[config.mk]
export PLATFORM = sky130hd
export DESIGN_NAME = lpm_ctrl
export DESIGN_NICKNAME = d
export VERILOG_FILES = /design/src/rtl/lpm_pkg.sv /design/src/rtl/lpm_rst_filter.sv /design/src/rtl/lpm_mode_reg.sv /design/src/rtl/lpm_fsm.sv /design/src/rtl/lpm_ctrl.sv
export SDC_FILE = /design/constraint.sdc
export NUM_CORES = 1
export LEC_CHECK = 0
export BUFFER_PORTS_ARGS = -buffer_cell sky130_fd_sc_hd__buf_2
export CORE_MARGIN = 8
export CORE_UTILIZATION = 45
export CTS_CLUSTER_SIZE = 24
export DETAILED_ROUTE_END_ITERATION = 6
export PLACE_DENSITY = 0.71
export REMOVE_ABC_BUFFERS = 1
export SLEW_MARGIN = 25
export SYNTH_ARGS = -nofsm -noshare
export SYNTH_HDL_FRONTEND = slang
export SYNTH_SLANG_ARGS = --single-unit
[constraint.sdc]
create_clock -name clk -period 1.9 [get_ports clk]
set_input_delay 0.57 -clock clk [delete_from_list [all_inputs] [get_ports clk]]
set_output_delay 0.57 -clock clk [all_outputs]
set_load 0.01 [all_outputs]
[src/rtl/lpm_pkg.sv]
package lpm_pkg;

    typedef enum logic [2:0] {
        ST_RUN      = 3'd0,
        ST_IDLE     = 3'd1,
        ST_IDLE_RST = 3'd2,
        ST_PDOWN    = 3'd3,
        ST_RESET    = 3'd4
    } lpm_state_e;

    typedef struct packed {
        logic cpu;
        logic periph;
        logic osc;
    } lpm_clk_en_t;

endpackage

[src/rtl/lpm_rst_filter.sv]
module lpm_rst_filter #(
    parameter int MC_CLKS = 12,
    parameter int RST_MCS = 2
) (
    input  logic clk,
    input  logic rst_n,
    input  logic ext_rst,
    output logic rst_done
);
    localparam int RST_CLKS = MC_CLKS * RST_MCS;
    localparam int CW       = (RST_CLKS > 2) ? $clog2(RST_CLKS) : 1;
    localparam logic [CW-1:0] LAST = CW'(RST_CLKS - 1);

    logic [CW-1:0] cnt;
    logic          at_last;

    assign at_last = (cnt == LAST);

    // Counts consecutive high samples; any low sample restarts the window.
    always_ff @(posedge clk or negedge rst_n) begin
        if (!rst_n) begin
            cnt <= '0;
        end else if (!ext_rst) begin
            cnt <= '0;
        end else if (!at_last) begin
            cnt <= cnt + 1'b1;
        end
    end

    // The edge that sees the pin high with LAST earlier high samples is the qualifying one.
    assign rst_done = ext_rst && at_last;

    a_r6_count_bounded: assert property (@(posedge clk) disable iff (!rst_n)
        cnt <= LAST);

    a_r6_done_follows_high: assert property (@(posedge clk) disable iff (!rst_n)
        (cnt != '0) |-> $past(ext_rst));

endmodule

[src/rtl/lpm_mode_reg.sv]
module lpm_mode_reg (
    input  logic clk,
    input  logic rst_n,
    input  logic set_idle,
    input  logic set_pd,
    input  logic clr_idle,
    input  logic clr_all,
    output logic idle_bit,
    output logic pd_bit
);
    always_ff @(posedge clk or negedge rst_n) begin
        if (!rst_n) begin
            idle_bit <= 1'b0;
            pd_bit   <= 1'b0;
        end else if (clr_all) begin
            idle_bit <= 1'b0;
            pd_bit   <= 1'b0;
        end else if (set_pd) begin
            idle_bit <= 1'b0;
            pd_bit   <= 1'b1;
        end else if (set_idle) begin
            idle_bit <= 1'b1;
        end else if (clr_idle) begin
            idle_bit <= 1'b0;
        end
    end

    a_r3_bits_exclusive: assert property (@(posedge clk) disable iff (!rst_n)
        $onehot0({idle_bit, pd_bit}));

    a_r4_idle_clear: assert property (@(posedge clk) disable iff (!rst_n)
        (clr_idle && !clr_all && !set_pd && !set_idle) |=> !idle_bit);

endmodule

[src/rtl/lpm_fsm.sv]
module lpm_fsm
    import lpm_pkg::*;
(
    input  logic        clk,
    input  logic        rst_n,
    input  logic        pcon_we,
    input  logic        wr_idle,
    input  logic        wr_pd,
    input  logic        irq_pending,
    input  logic        ext_rst,
    input  logic        rst_done,
    output lpm_clk_en_t clk_en,
    output logic        int_rst,
    output logic        ram_block,
    output logic        wake,
    output logic        set_idle,
    output logic        set_pd,
    output logic        clr_idle,
    output logic        clr_all
);
    lpm_state_e state, state_nx;

    // Next-state logic.
    always_comb begin
        state_nx = state;
        unique case (state)
            ST_RUN: begin
                if (rst_done)                 state_nx = ST_RESET;
                else if (pcon_we && wr_pd)    state_nx = ST_PDOWN;
                else if (pcon_we && wr_idle)  state_nx = ST_IDLE;
            end
            ST_IDLE: begin
                if (rst_done)                 state_nx = ST_RESET;
                else if (ext_rst)             state_nx = ST_IDLE_RST;
                else if (irq_pending)         state_nx = ST_RUN;
            end
            ST_IDLE_RST: begin
                if (rst_done)                 state_nx = ST_RESET;
                else if (!ext_rst)            state_nx = ST_IDLE;
            end
            ST_PDOWN: begin
                if (rst_done)                 state_nx = ST_RESET;
            end
            ST_RESET: begin
                if (!ext_rst)                 state_nx = ST_RUN;
            end
            default:                          state_nx = ST_RUN;
        endcase
    end

    // State register.
    always_ff @(posedge clk or negedge rst_n) begin
        if (!rst_n) begin
            state <= ST_RUN;
            wake  <= 1'b0;
        end else begin
            state <= state_nx;
            wake  <= (state == ST_IDLE) && (state_nx == ST_RUN);
        end
    end

    // Per-state outputs.
    always_comb begin
        clk_en    = '{cpu: 1'b1, periph: 1'b1, osc: 1'b1};
        int_rst   = 1'b0;
        ram_block = 1'b0;
        unique case (state)
            ST_RUN: ;
            ST_IDLE: begin
                clk_en.cpu = 1'b0;
            end
            ST_IDLE_RST: begin
                ram_block = 1'b1;
            end
            ST_PDOWN: begin
                clk_en = '{cpu: 1'b0, periph: 1'b0, osc: 1'b0};
            end
            ST_RESET: begin
                int_rst   = 1'b1;
                ram_block = 1'b1;
            end
            default: ;
        endcase
    end

    // Strobes for the mode register.
    assign set_idle = (state == ST_RUN)  && (state_nx == ST_IDLE);
    assign set_pd   = (state == ST_RUN)  && (state_nx == ST_PDOWN);
    assign clr_idle = (state == ST_IDLE) && (state_nx == ST_RUN);
    assign clr_all  = (state_nx == ST_RESET);

    a_r6_reset_needs_filter: assert property (@(posedge clk) disable iff (!rst_n)
        $rose(int_rst) |-> $past(rst_done));

    a_r7_release_on_low_pin: assert property (@(posedge clk) disable iff (!rst_n)
        $fell(int_rst) |-> !$past(ext_rst));

    a_r9_hold_blocks_ram: assert property (@(posedge clk) disable iff (!rst_n)
        (state == ST_IDLE && ext_rst) |=> ram_block);

endmodule

[src/rtl/lpm_ctrl.sv]
module lpm_ctrl
    import lpm_pkg::*;
#(
    parameter int MC_CLKS = 12,
    parameter int RST_MCS = 2
) (
    input  logic clk,
    input  logic rst_n,
    input  logic pcon_we,
    input  logic wr_idle,
    input  logic wr_pd,
    input  logic irq_pending,
    input  logic ext_rst,
    output logic cpu_clk_en,
    output logic periph_clk_en,
    output logic osc_en,
    output logic int_rst,
    output logic ram_block,
    output logic wake,
    output logic idle_bit,
    output logic pd_bit
);
    logic        rst_done;
    logic        set_idle, set_pd, clr_idle, clr_all;
    lpm_clk_en_t clk_en;

    lpm_rst_filter #(
        .MC_CLKS (MC_CLKS),
        .RST_MCS (RST_MCS)
    ) u_filter (
        .clk      (clk),
        .rst_n    (rst_n),
        .ext_rst  (ext_rst),
        .rst_done (rst_done)
    );

    lpm_fsm u_fsm (
        .clk         (clk),
        .rst_n       (rst_n),
        .pcon_we     (pcon_we),
        .wr_idle     (wr_idle),
        .wr_pd       (wr_pd),
        .irq_pending (irq_pending),
        .ext_rst     (ext_rst),
        .rst_done    (rst_done),
        .clk_en      (clk_en),
        .int_rst     (int_rst),
        .ram_block   (ram_block),
        .wake        (wake),
        .set_idle    (set_idle),
        .set_pd      (set_pd),
        .clr_idle    (clr_idle),
        .clr_all     (clr_all)
    );

    lpm_mode_reg u_mode (
        .clk      (clk),
        .rst_n    (rst_n),
        .set_idle (set_idle),
        .set_pd   (set_pd),
        .clr_idle (clr_idle),
        .clr_all  (clr_all),
        .idle_bit (idle_bit),
        .pd_bit   (pd_bit)
    );

    assign cpu_clk_en    = clk_en.cpu;
    assign periph_clk_en = clk_en.periph;
    assign osc_en        = clk_en.osc;

    a_r5_pd_ignores_irq: assert property (@(posedge clk) disable iff (!rst_n)
        (pd_bit && !ext_rst) |=> (!osc_en && pd_bit));

    a_r4_wake_after_stop: assert property (@(posedge clk) disable iff (!rst_n)
        wake |-> ($past(!cpu_clk_en) && cpu_clk_en && !idle_bit));

    a_r4_wake_single: assert property (@(posedge clk) disable iff (!rst_n)
        wake |=> !wake);

    a_r7_bits_cleared: assert property (@(posedge clk) disable iff (!rst_n)
        int_rst |-> (!idle_bit && !pd_bit));

    a_r11_block_cause: assert property (@(posedge clk) disable iff (!rst_n)
        ram_block |-> (int_rst || $past(ext_rst)));

    a_r2_idle_clocks: assert property (@(posedge clk) disable iff (!rst_n)
        (idle_bit && !ram_block) |-> (!cpu_clk_en && periph_clk_en && osc_en));

endmodule

==> results of run 1 <==
kinds of logic after synthesis:
group | after synthesis
AO/OA/AOI/OAI | 11
XOR/XNOR | 5
adder cells (fa/ha/maj) | 1
buffers and inverters | 5
flip-flops | 11
multiplexers | 1
AND/OR/NAND/NOR | 25
registers in the layout, summed over array words and instances, names as in the netlist:
signal,flops
u_fsm.wake,1
u_filter.cnt,5
u_fsm.state,3
u_mode.pd_bit,1
u_mode.idle_bit,1
per-layer routing:
metal  GRT usage, %  vias to the layer above  routed length [um]
met5              0                        -                   0
met4           3.78                        0                  12
met3           5.32                        2                  72
met2           15.2                        7                 596
met1           10.9                      225                 520
li1               -                      240                   -
metrics by stage:
stage | power, W | util (%) | setup WS, ns
after global routing | 0.000803 | 54.9 | 0.000229
after detailed placement | 0.000605 | 52.9 | 0.367
final | 0.000750 | 54.9 | 0.0921
after floorplan | 0.000501 | - | 0.482
after CTS | 0.000762 | 54.9 | 0.0744
after global placement | 0.000597 | 52.9 | 0.382
how the worst max path moves through the flow:
stage,cells past startpoint,endpoint
3_3_place_gp,3,int_rst
4_1_cts,3,int_rst
2_1_floorplan,5,u_fsm.state[0]$_DFF_PN0_
5_1_grt,3,int_rst
3_5_place_dp,3,int_rst
6_report,3,int_rst
synthesized netlist by cell type, types with 2 or more instances:
master	count	area share [%]
a31oi_1	2	2.0
xnor2_1	4	5.6
and2_1	3	3.0
nand2b_1	4	4.0
nand3_1	2	1.6
nand2_1	3	1.8
nor2_1	4	2.4
dfrtp_1	11	44
buf_4	2	2.4
area by class of cell:
class                           instances  area share [%]
Clock buffer                            4            3.68
Inverter                                1           0.525
Multi-Input combinational cell         43            44.8
Sequential cell                        11            38.5
Tap cell                               15            2.63
Timing Repair Buffer                   14            9.81
worst max-delay path: stages, from the launching register on:
cell,delay [ns]
dfrtp_1,0.56
nor2_1,0.11
and2_4,0.17
buf_2,0.13
power breakdown:
part / switching, W / total (W) / internal (W)
Clock: 0.0000718 / 0.000153 / 0.0000811
Sequential: 0.0000763 / 0.000348 / 0.000272
Combinational: 0.000122 / 0.000249 / 0.000127
Total: 0.000270 / 0.000750 / 0.000480
==> results_dict.tcl, run 1 <==
set metrics [dict create \
    outcome "finished clean" \
    postCtsResizedCells 0 \
    synthesized_area_fraction_occupied_by_ao_oa_aoi_and_oai_cells_pct 13.3 \
    tritoncts_num_sinks 11 \
    seq_area_um2 275 \
    placement_rows 13 \
    syn_area_um2 631 \
    synth-async-reset-ratio_pct 100 \
    areaGrowthSynthToFinish_pct 13.3 \
    drive_above_1_share_pct 32.9 \
    drt_first_iter_violations 11 \
    final_nets 82 \
    routed_via_density 5.39 \
    synthAdderAreaFrac_pct 1.98 \
    synthMuxAreaShare_pct 1.59 \
    die_w_um 53.4 \
    first_global_vias 481 \
    insertedDiodeCount 0 \
    gpl.final_weighted_congestion 0.785 \
    critical_path_class "reg2out" \
    crit_path_start_kind "register" \
    grt_max_degree 12 \
    cts.repair_timing.setup_buffer_count 0 \
    unrepaired_setup_endpoints_after_global_routing "no" \
    timing.rr.start "u_filter.cnt[0]$_DFFE_PN0N_" \
    post_synth.cell_area_avg_um2 10.7 \
    synth_seq_area_share_pct 43.7 \
    cap_violations 0 \
    tritoncts "yes" \
    yosys.area_share.simple_pct 27.0 \
    yosys.cell_types.count 33 \
    stdcell_count 88 \
    leakagePower_nw 0.327 \
    top_ports 15 \
    fillerInstances 126 \
    yosys_warnings 0 \
    relative_slew_slack_pct 75.7 \
    die_area_mm2 0.00286 \
    postSynthCellCount 59 \
    most-common-layout-cells "buf_2, dfrtp_1, nor2_1, nand2b_1, xnor2_1" \
    finalSetupViolations 0 \
    final_design_area_no_fill_um2 714 \
    synth-main-ff-cell "dfrtp_1" \
    power_per_cell_area_mw_per_mm2 1050 \
    h_tree_level_count 1 \
    grt_pass1_wl_mm 2.05 \
    accumulated_negative_setup_slack_ns 0 \
    start_util_pct 48.5 \
    synth-edff-count 0 \
    timing.hold.ws_ns 0.166 \
    multiInputGateArea_um2 320 \
    worstPathArrival_ns 1.24 \
    critical_path.startpoint "u_fsm.state[1]$_DFF_PN0_" \
    fmaxAchievable_mhz 553 \
    drt-total-wl_mm 1.20 \
    hold_class "in2async" \
    total_iterations_of_the_first_detailed_routing_run 4 \
    drt.antenna.violating_nets 0 \
    final_max_slew_viol_count 0 \
    buffers_from_clock_root_to_sink_at_most 2 \
    grt_antenna_before_repair 0 \
    gr-usage-all-layers_pct 9.79 \
    mostFrequentLayoutCell "buf_2" \
    hold_viol_final 0 \
    worst-r2r-cell-count 5 \
    register_to_register_setup_slack_ns 0.37 \
    timing.rr.end "u_fsm.state[0]$_DFF_PN0_" \
    number_of_buffers_created_by_cts 3 \
    worst_skew_ns 0.00392 \
    route.vias.total 474 \
    clkSlewWorstSetupHoldPaths_ns 0.07 \
    overflow 0 \
    final.period_utilization_pct 95.2 \
    standard_cell_area_after_detailed_placement_um2 688 \
    numPortBuffers 14 \
    synth-xor-area-share_pct 6.94 \
    fp.dieH_um 53.4 \
    final.min_clock_period_ns 1.81 \
    cts_hold_buffers 0 \
    cts.root.buffer_cell "clkbuf_4" \
    worst_ir_drop_vdd_mv 0.533 \
    placeableCoreArea_mm2 0.00130 \
    dpl_wire_length_um 916 \
    post_drt_wl_per_cell_um 13.7 \
    remaining_drc_errors 0 \
    critical_path_required_ns 1.33 \
    worst_setup_path_end_kind "primary output" \
    yosys_register_bits 11 \
    clk-insertion-delay-late_ns 0.26 \
    timing_worst_slew_pin_value_ns 0.364 \
    place.detailed.instances 84 \
    synth_top_family_by_area "simple AND/OR/NAND/NOR gates" \
    critical_path.max_fanout 10 \
]
(Power assumes the default switching activity.)
==> run 2, diff against run 1 <==
--- a/config.mk
+++ b/config.mk
@@ -15,4 +15,5 @@
 export SLEW_MARGIN = 25
 export SYNTH_ARGS = -nofsm -noshare
 export SYNTH_HDL_FRONTEND = slang
+export SYNTH_HIERARCHICAL = 1
 export SYNTH_SLANG_ARGS = --single-unit
==> run 2 against run 1 <==
- cell count rose by 6.8%
- clock power is essentially flat
- hold slack got worse by 0.0029 ns
- clock skew fell by 0.0034 ns
- sequential power is 3% lower
- global-route usage grew 0.73 points
- critical endpoint unchanged
- largest cell class unchanged
- highest routed layer is now met3
==> results_dict.tcl, run 2 <==
set metrics [dict create \
    die_w_um 52.8 \
    syn_area_um2 608 \
    remaining_drc_errors 0 \
    drive_above_1_share_pct 30.4 \
    largest-register "u_filter/cnt" \
    insertedDiodeCount 0 \
    placeableCoreArea_mm2 0.00128 \
    postCtsResizedCells 0 \
    placement_rows 13 \
    gpl.final_weighted_congestion 0.750 \
    worst_skew_ns 0.000530 \
    top_ports 15 \
    routed_via_density 5.17 \
    post_synth.cell_area_avg_um2 9.81 \
    hold_class "in2async" \
    gr-usage-all-layers_pct 10.5 \
    die_area_mm2 0.00278 \
    final_max_slew_viol_count 0 \
    post-synth-top-count-cell "nor2_1" \
    buffers_from_clock_root_to_sink_at_most 2 \
    top_regs "u_filter/cnt x5, u_fsm/state x3" \
    final.period_utilization_pct 92.8 \
    crit_path_start_kind "register" \
    finalSetupViolations 0 \
    first_global_vias 509 \
    grt_pass1_wl_mm 2.17 \
    mostFrequentLayoutCell "buf_2" \
    yosys_warnings 6 \
    fmaxAchievable_mhz 567 \
    critical_path.max_stage_delay_ns 0.48 \
    critical_path_required_ns 1.33 \
    yosys_register_bits 11 \
    clk-insertion-delay-late_ns 0.26 \
    worstPathArrival_ns 1.19 \
    start_util_pct 47.3 \
    final.min_clock_period_ns 1.76 \
    numPortBuffers 14 \
    worst_ir_drop_vdd_mv 0.660 \
    worst_path_cell_trace "nor3_2 -> buf_2" \
    clkSlewWorstSetupHoldPaths_ns 0.06 \
    power_per_cell_area_mw_per_mm2 1050 \
    timing_worst_slew_pin_value_ns 0.299 \
    route.vias.total 486 \
    cap_violations 0 \
    crit_path_top_delay_cell "dfrtp_1" \
    total_iterations_of_the_first_detailed_routing_run 4 \
    number_of_buffers_created_by_cts 3 \
    fp.dieH_um 52.8 \
    netlist.top_cell.by_area "dfrtp_1" \
    largest_register_ff_count 5 \
    drt.antenna.violating_nets 0 \
    synth-main-ff-cell "dfrtp_1" \
    drt_first_iter_violations 11 \
    synth-async-reset-ratio_pct 100 \
    synth.cells.most_frequent "nor2_1, dfrtp_1, nand3_1" \
    design_power_total_w 0.000748 \
    dpl_wire_length_um 928 \
    cts_hold_buffers 0 \
    worst_setup_path_end_kind "primary output" \
    cts.root.buffer_cell "clkbuf_4" \
    relative_slew_slack_pct 80.1 \
    cts.repair_timing.setup_buffer_count 0 \
    hold_viol_final 0 \
    final_nets 88 \
    tritoncts_num_sinks 11 \
    grt_antenna_before_repair 0 \
    critical_path_class "reg2out" \
    post_drt_wl_per_cell_um 12.9 \
    synth_seq_area_share_pct 45.3 \
    synth_largest_type_area_fraction_pct 45.3 \
    synth-edff-count 0 \
    grt_max_degree 12 \
    drt-total-wl_mm 1.21 \
    h_tree_level_count 1 \
    areaGrowthSynthToFinish_pct 17.5 \
    postSynthCellCount 62 \
    yosys.cell_types.count 26 \
    synth.top_cells.by_area "dfrtp_1, nor2_1, xnor2_1, nand3_1, a22o_1" \
    share_of_the_core_filled_with_cells_pct 55.6 \
    most-common-layout-cells "buf_2, nor2_1, dfrtp_1" \
    outcome "finished clean" \
    tritoncts "yes" \
    overflow 0 \
    critical_path.max_fanout 8 \
    leakagePower_nw 0.365 \
]
run 2: cell types whose count changed in the layout (fill, tap and decap cells not counted), sizes merged, moves of 2 or more:
cell | before | now
nor3b | 0 | 2
nor2 | 4 | 12
nor2b | 0 | 2
inv | 1 | 3
nand3 | 2 | 5
and2 | 4 | 0
a22o | 0 | 2
nand2b | 4 | 2
buf | 14 | 16
run 2: final cells by class:
cell class / instances / area (um^2)
Clock buffer: 4 / 26.3
Fill cell: 119 / 571
Inverter: 3 / 11.3
Multi-Input combinational cell: 45 / 298
Sequential cell: 11 / 275
Tap cell: 15 / 18.8
Timing Repair Buffer: 16 / 85.1
run 2: through the flow:
step | TNS, ns | area, um^2 | setup slack [ns] | hold slack, ns | instances
4_1_cts | 0 | 712 | 0.101 | 0.162 | 94
3_3_place_gp | 0 | 686 | 0.173 | 0.456 | 90
6_report | 0 | 714 | 0.138 | 0.163 | 94
3_5_place_dp | 0 | 686 | 0.118 | 0.450 | 90
5_1_grt | -0.00340 | 714 | -0.00340 | 0.163 | 94
2_1_floorplan | 0 | 582 | 0.172 | 0.274 | 59
run 2: layer usage:
layer  up-vias  part of all wire [%]  global-route usage (%)
met3         0                   7.7                    5.40
met1       226                    43                    11.7
met4         0                     0                    3.02
met2        13                    50                    17.0
li1        247                     -                       -
met5         -                     0                       0
run 2: path summary, 6_finish.rpt:
| path | cells past startpoint | from | slack (ns) | end |
|---|---|---|---|---|
| max | 2 | u_fsm/state[1]$_DFF_PN0_ | 0.14 | int_rst |
| min | 1 | rst_n | 0.16 | u_filter/cnt[2]$_DFFE_PN0P_ |
| max reg2reg | 8 | u_filter/cnt[0]$_DFFE_PN0P_ | 0.17 | u_mode/idle_bit$_DFFE_PN0P_ |
| min reg2reg | 2 | u_mode/pd_bit$_DFFE_PN0P_ | 0.50 | u_mode/pd_bit$_DFFE_PN0P_ |
| max in group asynchronous | 1 | rst_n | 1.54 | u_fsm/state[0]$_DFF_PN0_ |
| min in group clk | 2 | u_mode/pd_bit$_DFFE_PN0P_ | 0.50 | u_mode/pd_bit$_DFFE_PN0P_ |
run 2: cells by family (layout without fill, tap and decap cells):
group | count (synthesis) | count (layout) | share of synthesized area [%]
XOR/XNOR | 5 | 5 | 7.20
AND/OR/NAND/NOR | 30 | 30 | 27.4
AO/OA/AOI/OAI | 9 | 9 | 11.9
buffers and inverters | 6 | 23 | 6.17
flip-flops | 11 | 11 | 45.3
adder cells (fa/ha/maj) | 1 | 1 | 2.06
run 2: critical path, delay by kind of cell (launching register included):
family,cells,cell delay [ns]
flops,1,0.48
buf+inv,1,0.17
simple gates,1,0.27
run 2: report_power, final:
group,switching (W),total (W),internal [W]
combinational,0.000126,0.000260,0.000133
clock,0.0000699,0.000151,0.0000811
sequential,0.0000587,0.000337,0.000278
==> run 3, diff against run 2 <==
--- a/config.mk
+++ b/config.mk
@@ -6,11 +6,13 @@
 export NUM_CORES = 1
 export LEC_CHECK = 0
 export BUFFER_PORTS_ARGS = -buffer_cell sky130_fd_sc_hd__buf_2
+export CELL_PAD_IN_SITES_DETAIL_PLACEMENT = 1
+export CELL_PAD_IN_SITES_GLOBAL_PLACEMENT = 1
 export CORE_MARGIN = 8
-export CORE_UTILIZATION = 45
+export CORE_UTILIZATION = 37
 export CTS_CLUSTER_SIZE = 24
 export DETAILED_ROUTE_END_ITERATION = 6
-export PLACE_DENSITY = 0.71
+export PLACE_DENSITY = 0.76
 export REMOVE_ABC_BUFFERS = 1
 export SLEW_MARGIN = 25
 export SYNTH_ARGS = -nofsm -noshare
==> constraint.sdc (replaced) <==
create_clock -name clk -period 1.9 [get_ports clk]
set_input_delay 0.57 -clock clk [delete_from_list [all_inputs] [get_ports clk]]
set_output_delay 0.57 -clock clk [all_outputs]
set_load 0.05 [all_outputs]
==> run 3 against run 2 <==
- count of clock-buffer cells in the layout is the same
- register-to-register slack is essentially flat
- power is 34% higher
- wire length grew 24%
- sequential cell count unchanged
- die area increased by 15%
- utilization fell by 7.3 points
- first-iteration DRC count fell by 55%
- cell count grew 1.1%
- sequential power about the same
- hold slack worse by 0.011 ns
- highest routed layer is now met4
==> results_dict.tcl, run 3 (synthesis results as in run 2) <==
set metrics [dict create \
    placement_rows 14 \
    worstPathArrival_ns 1.24 \
    final_max_slew_viol_count 0 \
    final.period_utilization_pct 95.1 \
    most-common-layout-cells "buf_2, nor2_1, dfrtp_1" \
    numPortBuffers 14 \
    buffers_from_clock_root_to_sink_at_most 2 \
    cts_hold_buffers 0 \
    drt-total-wl_mm 1.50 \
    standard_cell_area_after_detailed_placement_um2 687 \
    placeableCoreArea_mm2 0.00152 \
    final_design_area_no_fill_um2 736 \
    hold_class "in2async" \
    critical_path.max_fanout 8 \
    top_ports 15 \
    worst_setup_path_end_kind "primary output" \
    top_regs "u_filter/cnt x5, u_fsm/state x3" \
    number_of_buffers_created_by_cts 3 \
    clk-insertion-delay-late_ns 0.27 \
    gr-usage-all-layers_pct 9.64 \
    areaGrowthSynthToFinish_pct 21.0 \
    worst_ir_drop_vdd_mv 0.838 \
    grt_util_met2_pct 14.7 \
    gr-max-usage-layer "met2" \
    tritoncts_num_sinks 11 \
    drive_above_1_share_pct 35.4 \
    first_global_vias 543 \
    hold_viol_final 0 \
    timing_worst_slew_pin_value_ns 0.271 \
    largest_register_ff_count 5 \
    finalSetupViolations 0 \
    grt_antenna_before_repair 0 \
    routed_via_density 5.15 \
    total_iterations_of_the_first_detailed_routing_run 3 \
    outcome "finished clean" \
    fp.dieH_um 56.5 \
    tritoncts "yes" \
    worst_path_cell_trace "nor3_2 -> buf_6" \
    critical_path.max_stage_delay_ns 0.48 \
    cap_violations 0 \
    post_drt_wl_per_cell_um 15.8 \
    die_area_mm2 0.00320 \
    grt_pass1_wl_mm 2.48 \
    clkSlewWorstSetupHoldPaths_ns 0.07 \
    relative_slew_slack_pct 81.9 \
    grt_util_met1_pct 10.8 \
    insertedDiodeCount 0 \
    die_w_um 56.5 \
    h_tree_level_count 1 \
    unrepaired_setup_endpoints_after_global_routing "no" \
    route.vias.total 489 \
    critical_path_class "reg2out" \
    final_nets 88 \
    overflow 0 \
    crit_path_start_kind "register" \
    crit_path_top_delay_cell "dfrtp_2" \
    use_met3_pct 4.49 \
    remaining_drc_errors 0 \
    critical_path_required_ns 1.33 \
    accumulated_negative_setup_slack_ns 0 \
    leakagePower_nw 0.364 \
    largest-register "u_filter/cnt" \
    dpl_wire_length_mm 1.17 \
    grt_max_degree 12 \
    power_per_cell_area_mw_per_mm2 1370 \
    start_util_pct 39.9 \
    final.min_clock_period_ns 1.81 \
    cts.root.buffer_cell "clkbuf_4" \
    gpl.final_weighted_congestion 0.816 \
    drt_first_iter_violations 5 \
    worst_skew_ns 0.00475 \
    drt.antenna.violating_nets 0 \
    fmaxAchievable_mhz 553 \
]
run 3: final cells by class:
type,count,area (um^2)
sequential,11,278
multi-input combinational,45,304
clock buffer,4,26.3
timing repair buffer,16,96.3
fill,193,788
tap,16,20.0
inverter,3,11.3
run 3: repair_timing:
| item | CTS | global route |
|---|---|---|
| setup buffers | 0 | 0 |
| resized for setup | 1 | 8 |
| endpoints found under the setup margin | 1 | 7 |
| endpoints found under the hold margin | 0 | 0 |
| pin swaps | 0 | 0 |
run 3: path summary, 6_finish.rpt:
path	start	endpoint	slack [ns]	cells past startpoint
setup / recovery	u_fsm/state[1]$_DFF_PN0_	int_rst	0.09	2
min in group clk	u_fsm/state[2]$_DFF_PN0_	u_fsm/state[1]$_DFF_PN0_	0.54	1
hold / removal	rst_n	u_filter/cnt[0]$_DFFE_PN0P_	0.15	1
hold reg to reg	u_fsm/state[2]$_DFF_PN0_	u_fsm/state[1]$_DFF_PN0_	0.54	1
setup reg to reg	u_filter/cnt[0]$_DFFE_PN0P_	u_mode/idle_bit$_DFFE_PN0P_	0.18	8
max in group asynchronous	rst_n	u_fsm/state[1]$_DFF_PN0_	1.52	1
run 3: per-stage QoR:
| stage | utilization [%] | hold WS [ns] | total power [W] | worst slack, ns | instances |
|---|---|---|---|---|---|
| 2_1_floorplan | - | 0.274 | 0.000702 | 0.0270 | 59 |
| 3_3_place_gp | 45.1 | 0.454 | 0.000818 | 0.184 | 91 |
| 3_5_place_dp | 45.1 | 0.459 | 0.000834 | 0.0736 | 91 |
| 4_1_cts | 47.0 | 0.155 | 0.00100 | 0.000381 | 95 |
| 5_1_grt | 48.3 | 0.159 | 0.00106 | 0.00363 | 95 |
| 6_report | 48.3 | 0.152 | 0.00100 | 0.0931 | 95 |
run 3: power by group:
part | leakage, nW | switching, W | internal (W) | total, W
Combinational | 0.212 | 0.000355 | 0.000147 | 0.000502
Sequential | 0.137 | 0.0000600 | 0.000280 | 0.000340
Clock | 0.0150 | 0.0000810 | 0.0000813 | 0.000162
Total | 0.364 | 0.000496 | 0.000509 | 0.00100
run 3: critical path: cells and delay by family (launching register included):
family,cells,cell delay (ns)
buf+inv,1,0.20
flops,1,0.48
simple gates,1,0.29
run 3: routing by layer:
layer  routed length, um  part of all wire [%]
met4                  19                   1.3
met1                 699                    46
met2                 684                    45
met5                   0                     0
met3                 100                   6.6
